**config.mk**
```make
export PLATFORM = sky130hd
export DESIGN_NAME = hold_wake_ctrl
export DESIGN_NICKNAME = d
export VERILOG_FILES = /design/src/rtl/hwc_pkg.sv /design/src/rtl/hwc_sync.sv /design/src/rtl/hwc_rst_filter.sv /design/src/rtl/hwc_stab_cnt.sv /design/src/rtl/hold_wake_ctrl.sv
export SDC_FILE = /design/constraint.sdc
export NUM_CORES = 1
export LEC_CHECK = 0
export BUFFER_PORTS_ARGS = -buffer_cell sky130_fd_sc_hd__clkbuf_2
export CORE_MARGIN = 4
export CORE_UTILIZATION = 35
export CTS_BUF_LIST = sky130_fd_sc_hd__clkbuf_8
export DETAILED_ROUTE_END_ITERATION = 12
export PLACE_DENSITY = 0.57
export SLEW_MARGIN = 20
export SYNTH_ARGS = -nofsm -noshare
export SYNTH_HDL_FRONTEND = slang
export SYNTH_SLANG_ARGS = --single-unit
```
**constraint.sdc**
```tcl
create_clock -name clk -period 1.7 [get_ports clk]
set_clock_uncertainty 0.15 [all_clocks]
set_input_delay 0.085 -clock clk [delete_from_list [all_inputs] [get_ports clk]]
set_output_delay 0.085 -clock clk [all_outputs]
set_load 0.005 [all_outputs]
```
**src/rtl/hwc_pkg.sv**
```systemverilog
package hwc_pkg;
  typedef enum logic [1:0] {
    PS_RUN  = 2'd0,
    PS_HOLD = 2'd1,
    PS_STAB = 2'd2
  } pstate_t;
endpackage

```
**src/rtl/hwc_sync.sv**
```systemverilog
module hwc_sync #(
  parameter int   STAGES  = 2,
  parameter logic RST_VAL = 1'b1
) (
  input  logic clk,
  input  logic rst,
  input  logic din,
  output logic dout
);
  logic [STAGES-1:0] chain;

  for (genvar i = 0; i < STAGES; i++) begin : g_stage
    always_ff @(posedge clk) begin
      if (rst) begin
        chain[i] <= RST_VAL;
      end else begin
        if (i == 0) chain[i] <= din;
        else        chain[i] <= chain[(i == 0) ? 0 : i-1];
      end
    end
  end

  assign dout = chain[STAGES-1];
endmodule

```
**src/rtl/hwc_rst_filter.sv**
```systemverilog
module hwc_rst_filter #(
  parameter int FILT = 3
) (
  input  logic clk,
  input  logic rst,
  input  logic lvl_n,
  output logic held_low
);
  localparam int CW = $clog2(FILT + 1);
  localparam logic [CW-1:0] TOP = CW'(FILT);

  logic [CW-1:0] run_len;

  always_ff @(posedge clk) begin
    if (rst || lvl_n) begin
      run_len <= '0;
    end else if (run_len != TOP) begin
      run_len <= run_len + 1'b1;
    end
  end

  assign held_low = (run_len == TOP);
endmodule

```
**src/rtl/hwc_stab_cnt.sv**
```systemverilog
module hwc_stab_cnt #(
  parameter int W = 14
) (
  input  logic clk,
  input  logic rst,
  input  logic clr,
  input  logic en,
  output logic last
);
  logic [W-1:0] ticks;

  always_ff @(posedge clk) begin
    if (rst || clr) begin
      ticks <= '0;
    end else if (en) begin
      ticks <= ticks + 1'b1;
    end
  end

  assign last = &ticks;
endmodule

```
**src/rtl/hold_wake_ctrl.sv**
```systemverilog
module hold_wake_ctrl
  import hwc_pkg::*;
#(
  parameter int WAIT_W      = 14,
  parameter int SYNC_STAGES = 2,
  parameter int RST_FILT    = 3
) (
  input  logic clk,
  input  logic rst,
  input  logic hold_req,
  input  logic hold_pin,
  input  logic rst_pin_n,
  output logic osc_en,
  output logic cpu_clk_en,
  output logic core_rst,
  output logic tmr_preset
);
  pstate_t state;
  logic    hold_s;
  logic    rstn_s;
  logic    rst_low;
  logic    rst_take;
  logic    wait_done;
  logic    wake;
  logic    cnt_clr;

  hwc_sync #(.STAGES(SYNC_STAGES), .RST_VAL(1'b1)) u_hold_sync (
    .clk(clk), .rst(rst), .din(hold_pin), .dout(hold_s)
  );

  hwc_sync #(.STAGES(SYNC_STAGES), .RST_VAL(1'b1)) u_rst_sync (
    .clk(clk), .rst(rst), .din(rst_pin_n), .dout(rstn_s)
  );

  hwc_rst_filter #(.FILT(RST_FILT)) u_filt (
    .clk(clk), .rst(rst), .lvl_n(rstn_s), .held_low(rst_low)
  );

  // reset pin is honoured only while the hold pin reads high
  assign rst_take = rst_low && hold_s;
  assign wake     = (state == PS_HOLD) && hold_s;
  assign cnt_clr  = rst_take || wake;

  hwc_stab_cnt #(.W(WAIT_W)) u_cnt (
    .clk(clk), .rst(rst), .clr(cnt_clr),
    .en(state == PS_STAB), .last(wait_done)
  );

  always_ff @(posedge clk) begin
    if (rst) begin
      state      <= PS_STAB;
      osc_en     <= 1'b1;
      cpu_clk_en <= 1'b0;
      core_rst   <= 1'b1;
      tmr_preset <= 1'b0;
    end else begin
      tmr_preset <= 1'b0;
      if (rst_take) begin
        state      <= PS_STAB;
        osc_en     <= 1'b1;
        cpu_clk_en <= 1'b0;
        core_rst   <= 1'b1;
      end else begin
        unique case (state)
          PS_RUN: begin
            if (hold_req && !hold_s) begin
              state      <= PS_HOLD;
              osc_en     <= 1'b0;
              cpu_clk_en <= 1'b0;
            end
          end
          PS_HOLD: begin
            if (hold_s) begin
              state  <= PS_STAB;
              osc_en <= 1'b1;
            end
          end
          PS_STAB: begin
            if (wait_done) begin
              state      <= PS_RUN;
              cpu_clk_en <= 1'b1;
              core_rst   <= 1'b0;
              tmr_preset <= 1'b1;
            end
          end
          default: state <= PS_RUN;
        endcase
      end
    end
  end
endmodule

```
==> metrics.txt <==
Final Cycle Share 96.3%; Synth area leaders dfxtp_1 (46%), mux2i_1 (5.3%), a21oi_1 (4.4%); Total Power 1240 µW; Final #Nets 152; Warnings, synthesis 0; setup_tns 0 ps; CTS H-tree depth 1; Fmax achieved 611 MHz; number of global-route vias before repair 910; drt drc 0; WP data required 1770 ps; sequential-to-total area share from yosys stat 45.8%; Top Ports 9; clock transition at the registers of the reported paths 100 ps; Yosys reg bits 26; overflow left after global routing 0; gpl congestion 0.748; Slew @ Worst Pin 332 ps; worst endpoint data arrival time 1710 ps; total leakage power 0.000552 µW; share of layout cells above drive strength 1 27.1%; hold violation count in the final report 0; Tightest Hold Check Type reg -> reg; via count 966; power per cell area 830 mW/mm²; drt initial violations 17; die width 65.0 µm; vias per cell 5.14; Rows 20; Placed Cells 175; final max-slew violation count 0; Worst setup SP type flip-flop; most common cell after layout, fill and taps aside dfxtp_1; Syn Area/Cell 9.55 µm²; final std cells w/o fill 188; TritonCTS Buffers 3; maximum fanout along the worst path 6; critical path capture point type flip-flop; All-Layer GR Usage 12.0%; Worst VDD drop 553 µV; Detailed Route WL 2.32 mm; status finished, final reports clean; routed len/inst 12.4 µm; CTS Buffer Depth 2; number of setup violations in the final report 0; Port Buffers 8; Die Y 65.0 µm; Pre-antenna DRT Iters 4; post-route ant nets 0; pin count of the biggest net entering global routing 18; Core Area 0.00308 mm²; area fraction of the dominant cell type after synthesis 45.8%; detailed placement HPWL 1.65 mm; Slew headroom 77.7%; root buffer cell clkbuf_8; Synth Instances 119; syn_nets 126; Initial Util 36.9%; Max-Cap Viols 0; clk sink count 26; total die area 0.00422 mm²; Tmin final 1640 ps; CTS tree done; global-route wire length before repair 3.92 mm; P&R area growth vs syn 31.5%; Netlist Area Pre-Place 0.00114 mm²; unrepaired setup endpoints after global routing yes; Synth area leader dfxtp_1; later-pin clock latency in the skew report 280 ps; antenna diode count 0; initial antenna violation count 0; synth unique cells 32; commonest cells after routing, fill and taps aside dfxtp_1 (24), a21oi_1 (10), buf_4 (9), nand3_1 (8); CP Class reg -> reg
[layer usage]
metal  part of all wire, %  global-route usage (%)
met1                    46                    13.8
met2                    49                    20.7
met3                   3.1                    3.64
met4                   1.7                    4.75
met5                     0                       0
[kinds of logic (layout without fill, tap and decap cells)]
| family | count (synthesis) | count (layout) | share of synthesized area [%] |
|---|---|---|---|
| AOI/OAI and AO/OA | 23 | 23 | 12.6 |
| muxes | 6 | 6 | 5.29 |
| xor gates and xnor gates | 3 | 3 | 2.31 |
| buffers and inverters | 9 | 34 | 3.19 |
| and+or+nand+nor | 50 | 50 | 28.6 |
| DFF | 26 | 26 | 45.8 |
| adders and majority gates | 2 | 2 | 2.20 |
[where the power goes]
part | internal [µW] | total [µW] | switching (µW)
logic | 48.4 | 89.2 | 40.8
clock network | 315 | 517 | 201
registers | 623 | 634 | 10.6
[critical path, stage by stage, from the launching register on]
cell      delay (ps)
dfxtp_2          360
ha_4             140
nand3b_1         160
buf_6            170
buf_6            120
or3_1            340
a21oi_1          140
[layout make-up]
type                       count  area (µm²)
multi-input combinational     84         623
clock buffer                   3        41.3
tap                           44        55.1
sequential                    26         523
timing repair buffer          26         206
fill                         307        1580
clock inverter                 1        30.0
inverter                       4        15.0
[path summary, 6_finish.rpt]
| check | from | to | slack (ps) | depth (start not counted) |
|---|---|---|---|---|
| max | u_cnt.ticks[0]$_SDFFE_PP0N_ | u_cnt.ticks[4]$_SDFFE_PP0N_ | 60 | 6 |
| max reg2reg | u_cnt.ticks[0]$_SDFFE_PP0N_ | u_cnt.ticks[4]$_SDFFE_PP0N_ | 60 | 6 |
| min reg2reg | u_hold_sync.chain[0]$_SDFF_PP1_ | u_hold_sync.dout$_SDFF_PP1_ | 270 | 1 |
| min | u_hold_sync.chain[0]$_SDFF_PP1_ | u_hold_sync.dout$_SDFF_PP1_ | 270 | 1 |
[flip-flops by register name, indices dropped and copies added (netlist names)]
| signal | flops |
|---|---|
| u_cnt.ticks | 14 |
| state | 2 |
| u_filt.run_len | 2 |
| core_rst | 1 |
| cpu_clk_en | 1 |
| osc_en | 1 |
| tmr_preset | 1 |
| u_hold_sync.chain | 1 |
| u_hold_sync.dout | 1 |
| u_rst_sync.chain | 1 |
| u_rst_sync.dout | 1 |
[repair_timing]
action,CTS,global route
resized for setup,1,11
setup buffers,0,3
endpoints found under the hold margin,7,0
pin swaps,0,2
hold buffers,7,0
setup endpoints to repair,2,9
[cell usage after synthesis, drive strengths merged]
cell and count:
o41a 1, mux2i 6, nor4 7, o21bai 1, nand2 4, nor3 2
nand3 8, a21oi 10, nor2 4, o31ai 4, o21ai 4, nand3b 6
nand4b 1, or3 4, or3b 1, xnor2 1, dfxtp 26, nand4 3
or4 4, clkbuf 3, ha 2, nand2b 2, inv 4, a21o 1
o41ai 1, o211ai 1, xor2 2, or2 4, buf 2
[metrics by stage]
| step | utilization (%) | hold WS, ps | setup WS (ps) | cell area (µm²) |
|---|---|---|---|---|
| detailed placement | 41.5 | 124 | 17.6 | 1280 |
| global route | 48.5 | 285 | -11.4 | 1490 |
| finish | 48.5 | 265 | 62.8 | 1490 |
| floorplan | - | 38.8 | 167 | 1140 |
| global placement | 41.5 | 121 | 87.1 | 1280 |
| CTS | 46.1 | 265 | 38.1 | 1420 |
Note: power is estimated with default switching activity, not from simulation.
